===== src/rtl/dc_pkg.sv =====
package dc_pkg;
    localparam int unsigned AW = 32;
    localparam int unsigned DW = 32;
    localparam int unsigned BW = DW / 8;

    typedef enum logic [3:0] {
        ST_IDLE,
        ST_POST,
        ST_HIT_UPD,
        ST_SELECT,
        ST_REFILL,
        ST_INSTALL,
        ST_UNC_WAIT,
        ST_UNC_GO,
        ST_FAULT
    } dc_state_e;

    typedef struct packed {
        logic [AW-1:0] addr;
        logic [DW-1:0] data;
        logic [BW-1:0] be;
    } wb_entry_t;
endpackage


===== src/rtl/dc_wbuf.sv =====
module dc_wbuf
    import dc_pkg::*;
#(
    parameter int unsigned DEPTH = 4,
    localparam int unsigned PW = (DEPTH > 1) ? $clog2(DEPTH) : 1,
    localparam int unsigned CW = $clog2(DEPTH + 1)
) (
    input  logic      clk,
    input  logic      rst_n,
    input  logic      push,
    input  wb_entry_t push_e,
    input  logic      pop,
    output wb_entry_t head,
    output logic [CW-1:0] count
);
    wb_entry_t slot_q [DEPTH];
    logic [PW-1:0] wr_ptr_q, rd_ptr_q;
    logic pop_ok;

    assign pop_ok = pop && (count != '0);
    assign head   = slot_q[rd_ptr_q];

    always_ff @(posedge clk) begin
        if (push) slot_q[wr_ptr_q] <= push_e;
    end

    always_ff @(posedge clk) begin
        if (!rst_n) begin
            wr_ptr_q <= '0;
            rd_ptr_q <= '0;
            count    <= '0;
        end else begin
            if (push)
                wr_ptr_q <= (int'(wr_ptr_q) == DEPTH - 1) ? '0 : wr_ptr_q + 1'b1;
            if (pop_ok)
                rd_ptr_q <= (int'(rd_ptr_q) == DEPTH - 1) ? '0 : rd_ptr_q + 1'b1;
            if (push && !pop_ok)      count <= count + 1'b1;
            else if (!push && pop_ok) count <= count - 1'b1;
        end
    end
endmodule


===== src/rtl/dc_array.sv =====
module dc_array
    import dc_pkg::*;
#(
    parameter int unsigned NLINES = 8,
    parameter int unsigned LWORDS = 4,
    parameter int unsigned TAG_W  = 25,
    localparam int unsigned IDX_W  = $clog2(NLINES),
    localparam int unsigned WSEL_W = $clog2(LWORDS)
) (
    input  logic              clk,
    input  logic              rst_n,
    input  logic [IDX_W-1:0]  rd_idx,
    input  logic [WSEL_W-1:0] rd_wsel,
    output logic [TAG_W-1:0]  rd_tag,
    output logic              rd_valid,
    output logic [DW-1:0]     rd_word,
    input  logic              upd_en,
    input  logic [IDX_W-1:0]  upd_idx,
    input  logic [WSEL_W-1:0] upd_wsel,
    input  logic [DW-1:0]     upd_data,
    input  logic [BW-1:0]     upd_be,
    input  logic              fill_en,
    input  logic [IDX_W-1:0]  fill_idx,
    input  logic [TAG_W-1:0]  fill_tag,
    input  logic [LWORDS-1:0][DW-1:0] fill_line
);
    logic [DW-1:0]    data_q [NLINES][LWORDS];
    logic [TAG_W-1:0] tag_q  [NLINES];
    logic [NLINES-1:0] valid_q;

    assign rd_tag   = tag_q[rd_idx];
    assign rd_valid = valid_q[rd_idx];
    assign rd_word  = data_q[rd_idx][rd_wsel];

    always_ff @(posedge clk) begin
        if (!rst_n)       valid_q <= '0;
        else if (fill_en) valid_q[fill_idx] <= 1'b1;
    end

    always_ff @(posedge clk) begin
        if (fill_en) begin
            tag_q[fill_idx] <= fill_tag;
            for (int w = 0; w < LWORDS; w++)
                data_q[fill_idx][w] <= fill_line[w];
        end else if (upd_en) begin
            for (int b = 0; b < BW; b++)
                if (upd_be[b]) data_q[upd_idx][upd_wsel][8*b +: 8] <= upd_data[8*b +: 8];
        end
    end
endmodule


===== src/rtl/wt_dcache_ctrl.sv =====
module wt_dcache_ctrl
    import dc_pkg::*;
#(
    parameter int unsigned NLINES   = 8,
    parameter int unsigned LWORDS   = 4,
    parameter int unsigned WB_DEPTH = 4
) (
    input  logic          clk,
    input  logic          rst_n,
    input  logic          cpu_req,
    input  logic          cpu_wr,
    input  logic          cpu_unc,
    input  logic [AW-1:0] cpu_addr,
    input  logic [BW-1:0] cpu_be,
    input  logic [DW-1:0] cpu_wdata,
    output logic          cpu_ready,
    output logic [DW-1:0] cpu_rdata,
    output logic          cpu_err,
    output logic          rd_req,
    output logic          rd_line,
    output logic [AW-1:0] rd_addr,
    input  logic          rsp_word,
    input  logic [DW-1:0] rsp_data,
    input  logic          rsp_done,
    input  logic          rsp_err,
    output logic          wb_rok,
    output logic [AW-1:0] wb_addr,
    output logic [DW-1:0] wb_data,
    output logic [BW-1:0] wb_be,
    input  logic          wb_pop
);
    localparam int unsigned BSEL_W = $clog2(BW);
    localparam int unsigned WSEL_W = $clog2(LWORDS);
    localparam int unsigned OFF_W  = BSEL_W + WSEL_W;
    localparam int unsigned IDX_W  = $clog2(NLINES);
    localparam int unsigned TAG_W  = AW - IDX_W - OFF_W;
    localparam int unsigned CNT_W  = $clog2(WB_DEPTH + 1);
    localparam logic [AW-1:0] LINE_MASK = AW'(LWORDS * BW - 1);
    localparam logic [AW-1:0] WORD_MASK = AW'(BW - 1);

    dc_state_e state_q, state_d;
    wb_entry_t wr_q, wb_head;
    logic [AW-1:0] miss_addr_q;
    logic [LWORDS-1:0][DW-1:0] fill_q;
    logic [WSEL_W-1:0] beat_q;
    logic [DW-1:0] unc_q;
    logic [CNT_W-1:0] wb_cnt;
    logic [TAG_W-1:0] arr_tag;
    logic arr_valid, hit, wok, pop_fire;
    logic wb_push, take_wr, take_rd, upd_en, fill_en, sel_unc;
    logic [DW-1:0] arr_word;

    // FIFO read side toward the bus server
    assign wb_rok   = (wb_cnt != '0);
    assign pop_fire = wb_pop && wb_rok;
    assign wb_addr  = wb_head.addr;
    assign wb_data  = wb_head.data;
    assign wb_be    = wb_head.be;

    dc_wbuf #(.DEPTH(WB_DEPTH)) u_wbuf (
        .clk(clk), .rst_n(rst_n), .push(wb_push), .push_e(wr_q),
        .pop(wb_pop), .head(wb_head), .count(wb_cnt)
    );

    dc_array #(.NLINES(NLINES), .LWORDS(LWORDS), .TAG_W(TAG_W)) u_array (
        .clk(clk), .rst_n(rst_n),
        .rd_idx(cpu_addr[OFF_W +: IDX_W]), .rd_wsel(cpu_addr[BSEL_W +: WSEL_W]),
        .rd_tag(arr_tag), .rd_valid(arr_valid), .rd_word(arr_word),
        .upd_en(upd_en), .upd_idx(wr_q.addr[OFF_W +: IDX_W]),
        .upd_wsel(wr_q.addr[BSEL_W +: WSEL_W]), .upd_data(wr_q.data), .upd_be(wr_q.be),
        .fill_en(fill_en), .fill_idx(miss_addr_q[OFF_W +: IDX_W]),
        .fill_tag(miss_addr_q[AW-1 -: TAG_W]), .fill_line(fill_q)
    );

    assign hit = arr_valid && (arr_tag == cpu_addr[AW-1 -: TAG_W]) && !cpu_unc;

    // Room check: in ST_POST the slot being pushed this cycle is already taken
    always_comb begin
        if (state_q == ST_POST)
            wok = (int'(wb_cnt) - int'(pop_fire)) < int'(WB_DEPTH) - 1;
        else
            wok = int'(wb_cnt) < int'(WB_DEPTH);
    end

    // State register
    always_ff @(posedge clk) begin
        if (!rst_n) state_q <= ST_IDLE;
        else        state_q <= state_d;
    end

    // Next state and outputs
    always_comb begin
        state_d   = state_q;
        cpu_ready = 1'b0;
        cpu_err   = 1'b0;
        wb_push   = 1'b0;
        take_wr   = 1'b0;
        take_rd   = 1'b0;
        rd_req    = 1'b0;
        rd_line   = 1'b0;
        upd_en    = 1'b0;
        fill_en   = 1'b0;
        sel_unc   = 1'b0;
        unique case (state_q)
            ST_IDLE, ST_POST: begin
                wb_push = (state_q == ST_POST);
                state_d = ST_IDLE;
                if (cpu_req) begin
                    if (cpu_wr) begin
                        if (wok) begin
                            cpu_ready = 1'b1;
                            take_wr   = 1'b1;
                            state_d   = hit ? ST_HIT_UPD : ST_POST;
                        end
                    end else if (cpu_unc) begin
                        take_rd = 1'b1;
                        state_d = ST_UNC_WAIT;
                    end else if (hit) begin
                        cpu_ready = 1'b1;
                    end else begin
                        take_rd = 1'b1;
                        state_d = ST_SELECT;
                    end
                end
            end
            ST_HIT_UPD: begin
                upd_en  = 1'b1;
                state_d = ST_POST;
            end
            ST_SELECT: begin
                if (!wb_rok) state_d = ST_REFILL;
            end
            ST_REFILL: begin
                rd_req  = 1'b1;
                rd_line = 1'b1;
                if (rsp_done) state_d = rsp_err ? ST_FAULT : ST_INSTALL;
            end
            ST_INSTALL: begin
                fill_en = 1'b1;
                state_d = ST_IDLE;
            end
            ST_UNC_WAIT: begin
                rd_req = !wb_rok;
                if (rsp_done) state_d = rsp_err ? ST_FAULT : ST_UNC_GO;
            end
            ST_UNC_GO: begin
                cpu_ready = 1'b1;
                sel_unc   = 1'b1;
                state_d   = ST_IDLE;
            end
            ST_FAULT: begin
                cpu_ready = 1'b1;
                cpu_err   = 1'b1;
                state_d   = ST_IDLE;
            end
            default: state_d = ST_IDLE;
        endcase
    end

    assign cpu_rdata = sel_unc ? unc_q : arr_word;
    assign rd_addr   = (state_q == ST_REFILL) ? (miss_addr_q & ~LINE_MASK)
                                              : (miss_addr_q & ~WORD_MASK);

    // Datapath registers
    always_ff @(posedge clk) begin
        if (!rst_n) begin
            beat_q <= '0;
        end else begin
            if (take_wr) begin
                wr_q.addr <= cpu_addr;
                wr_q.data <= cpu_wdata;
                wr_q.be   <= cpu_be;
            end
            if (take_rd) begin
                miss_addr_q <= cpu_addr;
                beat_q      <= '0;
            end
            if (state_q == ST_REFILL && rsp_word) begin
                fill_q[beat_q] <= rsp_data;
                beat_q         <= beat_q + 1'b1;
            end
            if (state_q == ST_UNC_WAIT && rsp_word) unc_q <= rsp_data;
        end
    end
endmodule


===== config.mk =====
export PLATFORM = sky130hd
export DESIGN_NAME = wt_dcache_ctrl
export DESIGN_NICKNAME = d
export VERILOG_FILES = /design/src/rtl/dc_pkg.sv /design/src/rtl/dc_wbuf.sv /design/src/rtl/dc_array.sv /design/src/rtl/wt_dcache_ctrl.sv
export SDC_FILE = /design/constraint.sdc
export NUM_CORES = 2
export LEC_CHECK = 0
export ABC_AREA = 0
export BUFFER_PORTS_ARGS = -buffer_cell sky130_fd_sc_hd__buf_2
export CAP_MARGIN = 10
export CELL_PAD_IN_SITES_DETAIL_PLACEMENT = 0
export CELL_PAD_IN_SITES_GLOBAL_PLACEMENT = 1
export CORE_MARGIN = 1.5
export CORE_UTILIZATION = 45
export CTS_CLUSTER_DIAMETER = 100
export DETAILED_ROUTE_END_ITERATION = 6
export PLACE_DENSITY_LB_ADDON = 0.1
export SYNTH_ARGS = -nofsm -noshare
export SYNTH_HDL_FRONTEND = slang
export SYNTH_SLANG_ARGS = --single-unit

===== constraint.sdc =====
create_clock -name clk -period 7.7 [get_ports clk]
set_input_delay 1.155 -clock clk [delete_from_list [all_inputs] [get_ports clk]]
set_output_delay 1.155 -clock clk [all_outputs]
set_load 0.02 [all_outputs]

## Word level (Yosys, flattened, before mapping)

Memory sizes are Yosys's and may differ from the RTL's. A register that Yosys moved wholly into a read port is not among the register bits.
Cells that the tools add are included.

| cells by class | value |
|---|---|
| reductions and logical operators | 26 |
| $lt $le $gt $ge | 10 |
| equal/unequal tests | 14 |
| shift operators | 0 |
| divide/modulo/power cells | 0 |
| bitwise gates (word level) | 387 |
| multiplexer cells | 469 |
| multiply operators | 0 |
| add/subtract/negate cells | 6 |

Operators by type and width:

| operator | count |
|---|---|
| $mux 128 | 6 |
| $mux 1 | 422 |
| $or 1x1->1 | 384 |
| $demux 32 s2 | 5 |
| $mux 32 | 5 |
| $bwmux 128 | 1 |
| $reduce_or 128->1 | 1 |
| $bmux 32 s2 | 1 |
| $mux 4 | 8 |
| $eq 25x25->1 | 1 |
| $mux 24 | 1 |
| $pmux 4 s5 | 1 |
| $mux 2 | 9 |
| $eq 4x3->1 const B | 4 |
| $mux 16 | 1 |
| $mux 3 | 4 |
| $logic_and 1x1->1 | 10 |
| $eq 4x2->1 const B | 2 |
| $lt 3x4->1 const B | 2 |
| $mux 8 | 1 |
| $or 8x8->8 | 1 |
| $reduce_and 2->1 | 4 |
| $add 2x1->2 const B | 3 |
| $ge 3x3->1 const B | 2 |
| other kinds (23) | 33 |

| word-level totals | value |
|---|---|
| bits of input ports | 109 |
| memories kept | 3 |
| memory bits (writable) | 1496 |
| bits in read-only memories | 0 |
| output and inout bits | 137 |
| latch bits | 0 |
| logic and storage cells | 930 |
| bits in registers | 281 |

Memories:

| memory | depth | width | rd ports | clocked after memory_dff | write ports | line | text |
|---|---|---|---|---|---|---|---|
| u_array.data_q | 8 | 128 | 1 | 0 | 1 | dc_array.sv:27 | `logic [DW-1:0] data_q [NLINES][LWORDS];` |
| u_wbuf.slot_q | 4 | 68 | 1 | 1 | 1 | dc_wbuf.sv:16 | `wb_entry_t slot_q [DEPTH];` |
| u_array.tag_q | 8 | 25 | 1 | 0 | 1 | dc_array.sv:28 | `logic [TAG_W-1:0] tag_q [NLINES];` |

## Depth between registers and ports, before layout

| logic depth | value |
|---|---|
| depth after elaboration | 11 |
| mapped depth | 12 |
| mapped depth without buffers | 12 |

## Modules after synthesis

Synthesis repeated with hierarchy kept, for this count alone.

| unflattened totals | value |
|---|---|
| cells, all modules | 3868 |
| area total of the unflattened synthesis | 69027.5 um^2 |

Modules (own cells, without submodules):

| module | seq. area each (um^2) | area each (um^2) | times used | cells an instance |
|---|---|---|---|---|
| dc_array | 36915.4 | 49367.3 | 1 | 3008 |
| dc_wbuf | 8348.0 | 10283.6 | 1 | 401 |
| wt_dcache_ctrl | 7867.5 | 9376.5 | 1 | 459 |

## Worst setup path before layout

OpenSTA, ideal clock, no wires.

| timing | value |
|---|---|
| kind | input to register |
| from | in wb_pop |
| to | reg wr_q[0] (netlist bit), enable pin |
| arrival | 5.083 ns |
| library setup time | 0.494 ns |
| slack | 2.122 ns |
| buffers on the path | 0 |
| cell stages on the path | 7 |
| required time | 7.206 ns |
| cells stage by stage | nand2_1 inv_1 ha_1 ha_1 o22ai_1 a311o_1 nor2_1 |

| between the ends | value |
|---|---|
| longest elaborated chain between the ends | 9 |

RTL lines:

| what | line | text |
|---|---|---|
| start: declaration | wt_dcache_ctrl.sv:30 | `input logic wb_pop` |
| $logic_and 1x1->1 | wt_dcache_ctrl.sv:55 | `assign pop_fire = wb_pop && wb_rok;` |
| $sub 3x1->4 | wt_dcache_ctrl.sv:80 | `wok = (int'(wb_cnt) - int'(pop_fire)) < int'(WB_DEPTH) - 1;` |
| $lt 4x3->1 | wt_dcache_ctrl.sv:80 |  |
| $mux 1 | wt_dcache_ctrl.sv:79 | `if (state_q == ST_POST)` |
| $mux 1 | wt_dcache_ctrl.sv:110 | `if (wok) begin` |
| $mux 1 | wt_dcache_ctrl.sv:109 | `if (cpu_wr) begin` |
| $mux 1 | wt_dcache_ctrl.sv:108 | `if (cpu_req) begin` |
| $mux 1 | wt_dcache_ctrl.sv:104 | `unique case (state_q)` |
| $reduce_and 2->1 (no line) | -- |  |
| end: declaration | wt_dcache_ctrl.sv:42 | `wb_entry_t wr_q, wb_head;` |

No other way between the ends.
A chain may end at the register's enable or synchronous reset.

## Worst setup path after layout

| timing | value |
|---|---|
| from | in cpu_addr[6] |
| to | out cpu_ready |

| between the ends | value |
|---|---|
| longest elaborated chain between the ends | 9 |
| elaborated cells between the ends (all ways) | 11 |
| those cells by class | 1 x eq/ne; 7 x mux; 2 x reduce/logical; 1 x memory |

RTL lines:

| what | line | text |
|---|---|---|
| start: declaration | wt_dcache_ctrl.sv:13 | `input logic [AW-1:0] cpu_addr,` |
| $mem_v2 8x25 / $bmux 1 s3 (equally long branches) | -- |  |
| $eq 25x25->1 / $mux 1 (equally long branches) | wt_dcache_ctrl.sv:75, dc_array.sv:32 |  |
| $logic_and 1x1->1 * (2 in a row) | wt_dcache_ctrl.sv:75 | `assign hit = arr_valid && (arr_tag == cpu_addr[AW-1 -: TAG_W]) && !cpu_unc;` |
| $mux 1 * | wt_dcache_ctrl.sv:118 | `end else if (hit) begin` |
| $mux 1 * | wt_dcache_ctrl.sv:115 | `end else if (cpu_unc) begin` |
| $mux 1 * | wt_dcache_ctrl.sv:109 |  |
| $mux 1 * | wt_dcache_ctrl.sv:108 |  |
| $pmux 1 s2 * | wt_dcache_ctrl.sv:104 |  |
| end: declaration | wt_dcache_ctrl.sv:16 | `output logic cpu_ready,` |

Mark *: on every way between the ends. The rest lies on a longest branch, timed or not. The select of a mux whose other input is x is not followed.

==> reports/qor.yml <==
status: "finished, final reports clean"
reg2reg_to: "u_array.data_q[0][110]$_DFFE_PP_"
cts_tree: "done"
cp_cell_sequence: "buf_6 > nor2b_1 > buf_4 > a221oi_1 > xnor2_1 > nand4_1 > or4_4 > nor3_1 > or3b_2 > buf_2"
pin_count: 246
dr_total_vias: 32900
synthArstFlopShare_pct: 0
cp.depth: 10
internal_power_uw: 16200
postCtsSetupBuffers: 0
hold_buffers: 0
synth_enable_flop_cells: 1754
nets: 3714
cts_buffer_depth: 3
gp_congestion: 0.771
clock_sinks: 1777
finClkSkew_ns: 0.0252
min_period_ns: 5.73
fp-row-count: 142
worst_pin_slew_ns: 1.23
wl_mm: 175
endpoint: "cpu_ready"
drtIter0Drc: 3273
clock_latency_ns: 0.80
synth_cell_type_count: 50
critPathArrivalTime_ns: 4.58
relSlewSlack_pct: 17.5
leakage_uw: 0.0254
wl_per_cell_um: 30.4
synth_top_area_share_pct: 77.8
antenna_found_initial: 16
cp_top_family: "simple AND/OR/NAND/NOR gates"
period_share_pct: 74.5
p_seq_share_pct: 52.0
r2r_start: "state_q[2]$_SDFFE_PN0P_"
yosysWarnings: 0
slowest_stage: "nor2b_1"
die_h_um: 391
place_inst: 5426
worstPathRequired_ns: 6.55
crit_path_start_kind: "input pin"
synthFlopType: "edfxtp_1"
initial_core_util_pct: 45.3
switchingPower_uw: 4870
finalHoldViolCount: 0
switching_share_pct: 23.1
max_freq_ghz: 0.174
setup_tns_ns: 0
overflow: 0
h-tree-depth: 4
drive_gt1_share_pct: 28.1
die_w_um: 391
portBuffers: 243
die_area_sq_um: 153000
synth_cells: 3205
crit_type: "input pin to output pin"
dr.pass1.iters: 7
rsz0062_at_grt: "false"
synth_area_sq_um: 67700
synth_top_cell_by_area: "edfxtp_1"
reg2reg_slack_ns: 2.11
slew_viol_final: 0
dp_hpwl_mm: 111
r2r_cells: 10
setup_slack_ns: 1.97
cts_buffers: 180
clkPwrFrac_pct: 39.3
setup_viol: 0
synth_seq_cells: 1777
grt_pass1_vias: 34100
crit_path_end_kind: "output pin"
grt_pass1_wl_mm: 248
startpoint: "cpu_addr[6]"
viasPerCell: 5.71
avgSynthCellArea_sq_um: 21.1
cts_resized: 0
grtUsageTotal_pct: 23.2
area_growth_pct: 14.3
min_path_type: "flop to flop"
p_per_area_nw_per_um2: 273
coreArea_sq_um: 150000
slowest_delay_ns: 0.75
path_max_fanout: 48
synth_top_cells_by_area: "edfxtp_1, mux4_2, nand2_1, nor2_1, mux2i_1"
synth-seq-area-share_pct: 78.4
path_clk_slew_ns: 0.06
drc: 0
num_antenna_cells: 0
place_worst_setup_slack_ns: 1.97
ir_drop_mv: 0.181
synth_common_cells: "edfxtp_1, mux4_2, nand2_1"
synth_most_common_cell: "edfxtp_1"
combPwrFrac_pct: 8.6
cap_violations: 0
cts_root_buf: "clkbuf_16"
grt_max_degree: 100
ant_nets: 0
cp.buffers_inverters: 3
fin_cells: 5754
[layout by cell type (no fill, tap or decap), types with 10 or more instances in the layout]
cell type,n
xnor2_1,20
mux2i_1,78
clkinv_2,25
buf_2,239
nand2_1,315
inv_1,12
ha_1,12
a21oi_1,55
clkinv_1,44
bufinv_16,10
clkbuf_1,52
edfxtp_1,1754
a221oi_1,18
nor2_1,212
dfxtp_1,21
mux4_1,14
mux4_2,407
clkbuf_16,185
buf_4,139
[stage by stage]
step	area, sq um	hold WS, ns	util (%)	total power [uW]
floorplan	67700	0.432	-	12300
global placement	71900	0.440	48.0	13000
detailed placement	71900	0.460	48.0	13100
CTS	77400	0.472	51.8	21300
global route	77400	0.484	51.8	21800
finish	77400	0.468	51.8	21100
[cells by family after synthesis]
family | after synthesis | synth area share, %
flops | 1777 | 78.4
buf+inv | 193 | 1.32
simple gates | 599 | 3.56
mux | 499 | 15.2
fa+ha+maj | 13 | 0.251
xor+xnor | 27 | 0.349
compound gates | 96 | 0.855
other cells | 1 | 0.00554
[registers in the layout (all words and copies together) (netlist names), named ones only]
name,flops
u_array.data_q,1024
u_wbuf.slot_q,272
u_array.tag_q,200
fill_q,128
wr_q,68
unc_q,32
miss_addr_q,30
u_array.valid_q,8
state_q,4
u_wbuf.count,3
beat_q,2
u_wbuf.rd_ptr_q,2
u_wbuf.wr_ptr_q,2
[power groups by stage]
stage / clock network (uW) / logic, uW / registers, uW
finish: 8310 / 1830 / 11000
global route: 8830 / 1950 / 11000
CTS: 8480 / 1870 / 11000
detailed placement: 0 / 1870 / 11200
global placement: 0 / 1820 / 11200
floorplan: 0 / 1170 / 11100
[area by class of cell]
type	count	area, sq um
repair buffers	384	2340
fillers	11900	72200
well taps	2016	2520
clock inverters	91	734
multi-input cells	1236	13800
inverters	13	48.8
clock buffers	237	4820
flip-flops and latches	1777	53100
[how the worst min path moves through the flow]
stage | from | to | slack [ns] | depth (start not counted)
3_3_place_gp | u_array.valid_q[1]$_SDFFE_PN0P_ | u_array.valid_q[1]$_SDFFE_PN0P_ | 0.44 | 2
6_report | u_array.valid_q[2]$_SDFFE_PN0P_ | u_array.valid_q[2]$_SDFFE_PN0P_ | 0.47 | 2
2_1_floorplan | u_array.valid_q[1]$_SDFFE_PN0P_ | u_array.valid_q[1]$_SDFFE_PN0P_ | 0.43 | 2
3_5_place_dp | u_array.valid_q[2]$_SDFFE_PN0P_ | u_array.valid_q[2]$_SDFFE_PN0P_ | 0.46 | 2
5_1_grt | cpu_wdata[0] | wr_q[4]$_DFFE_PP_ | 0.48 | 1
4_1_cts | cpu_wdata[0] | wr_q[4]$_DFFE_PP_ | 0.47 | 1
[worst register-to-register path, cell delays in order (launching register included)]
cell and delay [ns]:
dfxtp_1 0.60, nand2b_1 0.21, nor3_1 0.07, buf_4 0.19
and2_0 0.42, or4_2 1.01, or3_1 0.42, o31ai_1 0.12
nand2_1 0.79, buf_4 0.47, nor2_1 0.89
[per-layer routing]
metal  track usage, %  up-vias  routed length [um]
li1                 -    13800                   -
met1             32.3    17700               73500
met2             38.5     1118               87700
met3             3.79      218               10400
met4             5.24        0                3350
met5                0        -                   0
Power figures use the tool's default switching activity.
